## src/rtl/divcfg_pkg.sv

```systemverilog
`timescale 1ns/1ps
package divcfg_pkg;
    localparam int M_W     = 9;
    localparam int N_W     = 2;
    localparam int T_W     = 2;
    localparam int PAD_W   = 1;
    localparam int FRAME_W = T_W + PAD_W + N_W + M_W;

    localparam logic [M_W-1:0] M_LOCK_MIN = M_W'(25);
    localparam logic [M_W-1:0] M_LOCK_MAX = M_W'(31);
    localparam logic [M_W-1:0] M_RESET    = M_W'(28);
    localparam logic [N_W-1:0] N_RESET    = '0;

    typedef enum logic [T_W-1:0] {
        TSEL_LOW   = 2'b00,
        TSEL_SDATA = 2'b01,
        TSEL_FBTAP = 2'b10,
        TSEL_OCLK  = 2'b11
    } tsel_e;

    typedef struct packed {
        tsel_e          tsel;
        logic [N_W-1:0] n;
        logic [M_W-1:0] m;
    } cfg_t;

    localparam cfg_t CFG_RESET = '{tsel: TSEL_LOW, n: N_RESET, m: M_RESET};

    function automatic cfg_t frame_to_cfg(input logic [FRAME_W-1:0] f);
        cfg_t c;
        c.tsel = tsel_e'(f[FRAME_W-1 -: T_W]);
        c.n    = f[M_W +: N_W];
        c.m    = f[0 +: M_W];
        return c;
    endfunction

    function automatic logic m_lockable(input logic [M_W-1:0] m);
        return (m >= M_LOCK_MIN) && (m <= M_LOCK_MAX);
    endfunction
endpackage

```

## src/rtl/divcfg_sync.sv

```systemverilog
`timescale 1ns/1ps
module divcfg_sync #(
    parameter int          W       = 1,
    parameter int          STAGES  = 2,
    parameter logic [W-1:0] RST_VAL = '0
) (
    input  logic         clk,
    input  logic         rst,
    input  logic [W-1:0] d,
    output logic [W-1:0] q
);
    logic [W-1:0] stage [STAGES];

    always_ff @(posedge clk) begin
        if (rst) begin
            for (int i = 0; i < STAGES; i++) stage[i] <= RST_VAL;
        end else begin
            stage[0] <= d;
            for (int i = 1; i < STAGES; i++) stage[i] <= stage[i-1];
        end
    end

    assign q = stage[STAGES-1];
endmodule

```

## src/rtl/divcfg_shifter.sv

```systemverilog
`timescale 1ns/1ps
module divcfg_shifter #(
    parameter int W = 14
) (
    input  logic         clk,
    input  logic         rst,
    input  logic         shift_en,
    input  logic         din,
    output logic [W-1:0] sr,
    output logic [W-1:0] sr_next
);
    assign sr_next = {sr[W-2:0], din};

    always_ff @(posedge clk) begin
        if (rst)           sr <= '0;
        else if (shift_en) sr <= sr_next;
    end
endmodule

```

## src/rtl/divcfg_test_mux.sv

```systemverilog
`timescale 1ns/1ps
module divcfg_test_mux
    import divcfg_pkg::*;
(
    input  tsel_e tsel,
    input  logic  par_mode,
    input  logic  sdata,
    input  logic  fb_tap,
    input  logic  out_clk,
    output logic  test_out
);
    logic sel_bit;

    always_comb begin
        unique case (tsel)
            TSEL_LOW:   sel_bit = 1'b0;
            TSEL_SDATA: sel_bit = sdata;
            TSEL_FBTAP: sel_bit = fb_tap;
            TSEL_OCLK:  sel_bit = out_clk;
        endcase
    end

    assign test_out = par_mode ? 1'b0 : sel_bit;
endmodule

```

## src/rtl/divcfg_loader.sv

```systemverilog
`timescale 1ns/1ps
module divcfg_loader
    import divcfg_pkg::*;
#(
    parameter int SYNC_STAGES = 2
) (
    input  logic           clk,
    input  logic           rst,
    input  logic           par_load_n,
    input  logic [M_W-1:0] par_m,
    input  logic [N_W-1:0] par_n,
    input  logic           ser_clk,
    input  logic           ser_data,
    input  logic           ser_load,
    input  logic           fb_tap,
    input  logic           out_clk,
    output logic [M_W-1:0] m_ctl,
    output logic [N_W-1:0] n_ctl,
    output logic           test_out,
    output logic           m_valid
);
    // synchronized {par_load_n, ser_load, ser_clk, ser_data}
    logic [3:0] sync_q;
    logic       pl_n_s, sload_s, sclk_s, sdata_s;
    logic [1:0] edge_prev;   // {ser_load, ser_clk} one clock later
    logic       sclk_rise, sload_rise, par_mode;
    logic [FRAME_W-1:0] sr, sr_next;
    cfg_t       cfg;

    divcfg_sync #(.W(4), .STAGES(SYNC_STAGES), .RST_VAL(4'b1000)) sync_i (
        .clk(clk), .rst(rst),
        .d({par_load_n, ser_load, ser_clk, ser_data}),
        .q(sync_q)
    );

    assign {pl_n_s, sload_s, sclk_s, sdata_s} = sync_q;

    always_ff @(posedge clk) begin
        if (rst) edge_prev <= 2'b00;
        else     edge_prev <= {sload_s, sclk_s};
    end

    assign sclk_rise  = sclk_s  & ~edge_prev[0];
    assign sload_rise = sload_s & ~edge_prev[1];
    assign par_mode   = ~pl_n_s;

    divcfg_shifter #(.W(FRAME_W)) shift_i (
        .clk(clk), .rst(rst),
        .shift_en(pl_n_s & sclk_rise),
        .din(sdata_s),
        .sr(sr), .sr_next(sr_next)
    );

    always_ff @(posedge clk) begin
        if (rst) begin
            cfg <= CFG_RESET;
        end else if (par_mode) begin
            cfg.m <= par_m;
            cfg.n <= par_n;
        end else if (sload_s && sclk_rise) begin
            cfg <= frame_to_cfg(sr_next);
        end else if (sload_rise) begin
            cfg <= frame_to_cfg(sr);
        end
    end

    divcfg_test_mux mux_i (
        .tsel(cfg.tsel), .par_mode(par_mode), .sdata(sdata_s),
        .fb_tap(fb_tap), .out_clk(out_clk), .test_out(test_out)
    );

    assign m_ctl   = cfg.m;
    assign n_ctl   = cfg.n;
    assign m_valid = m_lockable(cfg.m);
endmodule

```

## config.mk

```make
export PLATFORM = sky130hd
export DESIGN_NAME = divcfg_loader
export DESIGN_NICKNAME = d
export VERILOG_FILES = /design/src/rtl/divcfg_pkg.sv /design/src/rtl/divcfg_sync.sv /design/src/rtl/divcfg_shifter.sv /design/src/rtl/divcfg_test_mux.sv /design/src/rtl/divcfg_loader.sv
export SDC_FILE = /design/constraint.sdc
export NUM_CORES = 1
export LEC_CHECK = 0
export ABC_AREA = 1
export BUFFER_PORTS_ARGS = -buffer_cell sky130_fd_sc_hd__buf_2
export CORE_ASPECT_RATIO = 1.25
export CORE_UTILIZATION = 34
export DETAILED_ROUTE_END_ITERATION = 8
export GPL_ROUTABILITY_DRIVEN = 0
export PLACE_DENSITY = 0.57
export SETUP_SLACK_MARGIN = 0.1
export SLEW_MARGIN = 0
export SYNTH_ARGS = -nofsm -noshare
export SYNTH_HDL_FRONTEND = slang
export SYNTH_SLANG_ARGS = --single-unit
export TNS_END_PERCENT = 1
```

## constraint.sdc

```tcl
create_clock -name clk -period 1.2 [get_ports clk]
set_input_delay 0.06 -clock clk [delete_from_list [all_inputs] [get_ports clk]]
set_output_delay 0.06 -clock clk [all_outputs]
set_load 0.005 [all_outputs]
```

=== After elaboration in Yosys (flattened, before gate mapping) ===
Memories as Yosys holds them, arrays and structs flattened.
Index checks and enable logic that the tools add are counted.

* Logic and storage cells: 34
* Output and inout port bits: 13
* Input bits: 19
* RAM bits: 8
* Memories kept: 1
* Bits in registers: 29

{| class="wikitable"
|+ Memory list
! memory !! words !! bits a word !! read ports !! clocked after memory_dff !! wr ports !! RTL line !! RTL
|-
| sync_i.stage || 2 || 4 || 2 || 0 || 2 || divcfg_sync.sv:12 || <nowiki>logic [W-1:0] stage [STAGES];</nowiki>
|}

* Equal/unequal tests: 4
* Order comparisons: 2
* Bitwise logic cells: 7
* Mux-type cells: 10
* Reductions and logical operators: 5

{| class="wikitable"
|+ Operator list
! cell !! number
|-
| 2-to-1 mux 13 bit || 2
|-
| 2-to-1 mux 11 bit || 1
|-
| greater-or-equal comparator 9 x 5 -> 1 bit, second input constant || 1
|-
| less-or-equal comparator 9 x 5 -> 1 bit, second input constant || 1
|-
| 2-to-1 mux 4 bit || 2
|-
| equality test 2 bit, second input constant || 2
|-
| 2-to-1 mux 1 bit || 4
|-
| case mux 1 bit (4 select lines) || 1
|-
| bitwise AND 1 bit || 3
|-
| != test 3 x 1 -> 1 bit, second input constant || 1
|-
| equality test 2 x 1 -> 1 bit, second input constant || 1
|-
| logical AND 1 bit || 2
|-
| logical NOT 2 bit || 1
|-
| inverter 1 bit || 2
|-
| OR 1 bit || 2
|-
| AND reduction 2 bit || 1
|-
| nonzero test 2 bit || 1
|}

=== Logic depth before layout (Yosys ltp) ===
* Word-level depth: 5
* Depth in mapped cells: 9
* Depth with buffers taken out: 8

=== Modules after synthesis ===
A second synthesis with hierarchy kept.

* Cells, all modules: 297
* Area, all modules: 1964.4 sq um

{| class="wikitable"
|+ Modules (own cells, without submodules)
! module !! instances !! seq. area each (sq um) !! area each (sq um) !! cells an instance
|-
| divcfg_loader || 1 || 300.3 || 943.4 || 156
|-
| divcfg_shifter || 1 || 280.3 || 726.9 || 103
|-
| divcfg_sync || 1 || 160.2 || 254.0 || 29
|-
| divcfg_test_mux || 1 || 0.0 || 40.0 || 9
|}

=== Least setup slack after synthesis ===
Ideal clock, no wire load.

* Path kind: register -> register
* Start point: memory sync_i.stage[1][1], in the netlist sync_i.stage[0][5]
* End point: register shift_i.sr[2]
* Data arrival time: 1.006 ns
* Clock period less this slack: 1.126 ns
* Data required time: 1.081 ns
* Buffers on the path: 2
* Slack: 0.074 ns
* Stages on the path, launching flop included: 6
* Library setup time: 0.119 ns
* Cells stage by stage: dfxtp_1 -> buf_4 -> nand3_2 -> buf_2 -> o21ai_0 -> a21oi_1

{| class="wikitable"
|+ RTL lines
! what !! RTL line !! RTL
|-
| start: declaration || divcfg_sync.sv:12 ||
|-
| end signal: assignment || divcfg_shifter.sv:16 || <nowiki>else if (shift_en) sr <= sr_next;</nowiki>
|-
| end: declaration || divcfg_shifter.sv:9 || <nowiki>output logic [W-1:0] sr,</nowiki>
|}

=== Final worst setup path ===
* Start point: register cfg, in the netlist m_ctl[8]
* End point: output m_valid

* Word-level cells in the longest chain between the ends: 2
* Elaborated cells on any way between the ends: 3
* Classes of those cells: 2 x order compare; 1 x reduce/logical

{| class="wikitable"
|+ Ends and longest elaborated chain
! what !! RTL line !! RTL
|-
| start: declaration || divcfg_loader.sv:28 || <nowiki>cfg_t cfg;</nowiki>
|-
| start signal: assignment || divcfg_loader.sv:61 || <nowiki>cfg <= frame_to_cfg(sr_next);</nowiki>
|-
| start signal: assignment || divcfg_loader.sv:63 || <nowiki>cfg <= frame_to_cfg(sr);</nowiki>
|-
| greater-or-equal comparator 9 x 5 -> 1 bit or less-or-equal comparator 9 x 5 -> 1 bit (tied branches) || divcfg_pkg.sv:38 || <nowiki>return (m >= M_LOCK_MIN) && (m <= M_LOCK_MAX);</nowiki>
|-
| logical AND 1 bit (*) || divcfg_pkg.sv:38 ||
|-
| end: declaration || divcfg_loader.sv:20 || <nowiki>output logic m_valid</nowiki>
|}

Mark *: on every way between the ends. The rest lies on a longest branch, timed or not.

==> results.sh <==
export IMPL_outcome="finished, final reports clean"
export IMPL_clk_latency_ns=0.30
export IMPL_slew_headroom_pct=72.3
export IMPL_post_route_period_util_pct=96.7
export IMPL_drtIter0Drc=42
export IMPL_via_count_of_the_first_global_routing_pass=1452
export IMPL_worstSetupStartpointType="flop"
export IMPL_final_critical_path_setup_slack_ns=0.0394
export IMPL_die_width_um=66.7
export IMPL_max_stage_delay_ns=0.34
export IMPL_final_cell_count_without_fillers=349
export IMPL_ratio_of_cells_with_drive_above_1_in_the_final_layout_pct=34.5
export IMPL_floorplan_initialDensity_pct=35.2
export IMPL_ff_latch_count_synth=37
export IMPL_synth_warning_count=0
export IMPL_transition_time_at_the_pin_with_the_least_slew_margin_ns=0.415
export IMPL_synth_top_cells_by_area="dfxtp_1 42%, nand2_1 11%, inv_1 7.6%"
export IMPL_synth_largest_area_cell="dfxtp_1"
export IMPL_power_per_cell_area_nw_per_um2=1100
export IMPL_critPathKind="reg -> out"
export IMPL_crit_path_max_fanout=2
export IMPL_post_route_min_period_ns=1.16
export IMPL_viasPerCell=4.56
export IMPL_timing_hold_violations_final=0
export IMPL_design_portCount=32
export IMPL_route_detailed_wl_per_inst_um=11.3
export IMPL_max_cap_viol_count=0
export IMPL_tritoncts_buffer_count=5
export IMPL_cts_tree="built"
export IMPL_total_track_usage_pct=15.6
export IMPL_overflow=0
export IMPL_timing_hold_worst_class="in -> reg"
export IMPL_grt_max_degree=29
export IMPL_postSynthCellCount=251
export IMPL_final_nets=305
export IMPL_wire_length_of_the_first_global_routing_pass_mm=6.51
export IMPL_yosysUniqueCellTypes=22
export IMPL_clockBufferDepth=2
export IMPL_worstPathRequired_ns=1.14
export IMPL_dr_pass1_iters=4
export IMPL_p_leak_nw=1.00
export IMPL_report_final_setup_viol=0
export IMPL_cts_root_buf="clkbuf_8"
export IMPL_dp_slack_ns=-0.0343
export IMPL_grt_setup_unrepaired="true"
export IMPL_mostFrequentLayoutCells="37 x nand2_1, 31 x inv_1, 31 x buf_2"
export IMPL_worst_endpoint_data_arrival_time_ns=1.10
export IMPL_diodes=0
export IMPL_netlist_area_leader_share_pct=41.7
export IMPL_dr_total_vias=1591
export IMPL_dp_final_hpwl_mm=2.86
export IMPL_mostFrequentLayoutCell="nand2_1"
export IMPL_timing_critical_path_slowest_stage_cell="dfxtp_2"
export IMPL_fin_skew_ns=0.00515
export IMPL_clk_transition_reported_paths_ns=0.07
export IMPL_area_growth_synth_to_final_pct=28.2
export IMPL_io_buffers=31
export IMPL_dp_cells=331
export IMPL_floorplan_die_height_um=82.8
export IMPL_cp_end_kind="output pin"
export IMPL_report_final_slew_viol_count=0
export IMPL_area_of_the_placeable_core_sq_um=5040
export IMPL_placementRows=29
export IMPL_h_tree_depth=2
export IMPL_peakVddDrop_uv=430
export IMPL_syn_nets=270
export IMPL_antenna_violations_before_repair=0
export IMPL_synth_cell_area_sq_um=1780
export IMPL_cp_cell_sequence="nor2_4 > nand3_2 > nor4_2 > buf_2"
export IMPL_ant_nets=0
export IMPL_fp_dieArea_sq_um=5520
export IMPL_maxClockFrequency_ghz=0.862
export IMPL_post_synth_cell_area_avg_sq_um=7.08
export IMPL_wirelength_mm=3.95
export IMPL_yosysSeqAreaShare_pct=41.7
export IMPL_drcViolationCount=0
export IMPL_cts_sinks=37
[logic make-up (layout without fill, tap and decap cells)]
family	count (synthesis)	after routing	synth area share [%]
AND/OR/NAND/NOR	115	115	30.0
AO/OA/AOI/OAI	39	39	11.0
flip-flops	37	37	41.7
buffers and inverters	60	96	17.3
[critical path, delay by kind of cell, from the launching register on]
kind                   cells  cell delay [ns]
DFF                        1             0.34
buffers and inverters      1             0.15
and+or+nand+nor            3             0.32
[per-layer routing]
layer | track usage (%) | vias up | part of all wire, %
li1 | - | 856 | -
met1 | 18.8 | 693 | 43
met2 | 25.1 | 34 | 51
met3 | 3.30 | 8 | 3.3
met4 | 8.70 | 0 | 2.4
met5 | 0 | - | 0
[sequential cells by signal (all words and copies together), names as in the netlist]
name	cells
cfg	2
edge_prev	2
m_ctl	9
n_ctl	2
shift_i.sr	14
sync_i.stage	8
[layout make-up]
cell class | count | area, sq um
Timing Repair Buffer | 51 | 378
Multi-Input combinational cell | 154 | 840
Fill cell | 517 | 2770
Inverter | 37 | 145
Clock buffer | 6 | 72.6
Sequential cell | 37 | 754
Tap cell | 62 | 77.6
Clock inverter | 2 | 10.0
[through the flow]
step / area [sq um] / hold slack, ns / total power [mW] / utilization, % / TNS, ns
2_1_floorplan: 1780 / 0.164 / 1.55 / - / 0
3_3_place_gp: 1940 / 0.251 / 1.63 / 38.5 / 0
3_5_place_dp: 1940 / 0.257 / 1.63 / 38.5 / -0.0868
4_1_cts: 2160 / 0.00922 / 2.49 / 42.8 / -0.00407
5_1_grt: 2280 / 0.00573 / 2.63 / 45.2 / -0.243
6_report: 2280 / 0.000986 / 2.50 / 45.2 / 0
[synthesized netlist by cell type]
cell	instances
buf_6	3
buf_2	4
o21ai_0	19
a21oi_1	20
nand3_2	1
nand3_1	5
nor3_1	1
dfxtp_1	37
nand2_8	1
nand2_4	1
inv_1	36
nand4_1	16
nand2_1	50
clkbuf_1	3
clkbuf_8	1
nand2_2	1
buf_4	12
nor2_1	35
nor4_1	1
inv_2	1
or2_2	2
nand3_4	1
[power by group]
group	switching [mW]	leakage, nW	internal, mW
Clock	0.440	0.0450	0.402
Combinational	0.166	0.650	0.153
Sequential	0.0528	0.306	1.28
Total	0.658	1.00	1.84
[what timing repair did]
action	4_1_cts	5_1_grt
gates resized for setup	30	28
pin swaps	29	26
setup buffers	2	1
cloned	0	2
endpoints found under the setup margin	15	15
hold buffers	5	0
hold endpoints to repair	5	0
[worst paths after layout]
kind / startpoint / to / slack, ns / depth (start not counted)
max: m_ctl[8]$_SDFFE_PP0P_ / m_valid / 0.04 / 4
min: par_m[3] / m_ctl[3]$_SDFFE_PP1P_ / 0.001 / 3
max reg2reg: sync_i.stage[0][5]$_SDFF_PP0_ / n_ctl[1]$_SDFFE_PP0P_ / 0.05 / 8
min reg2reg: sync_i.stage[0][0]$_SDFF_PP0_ / sync_i.stage[0][4]$_SDFF_PP0_ / 0.39 / 2
Note: power is estimated with default switching activity, not from simulation.
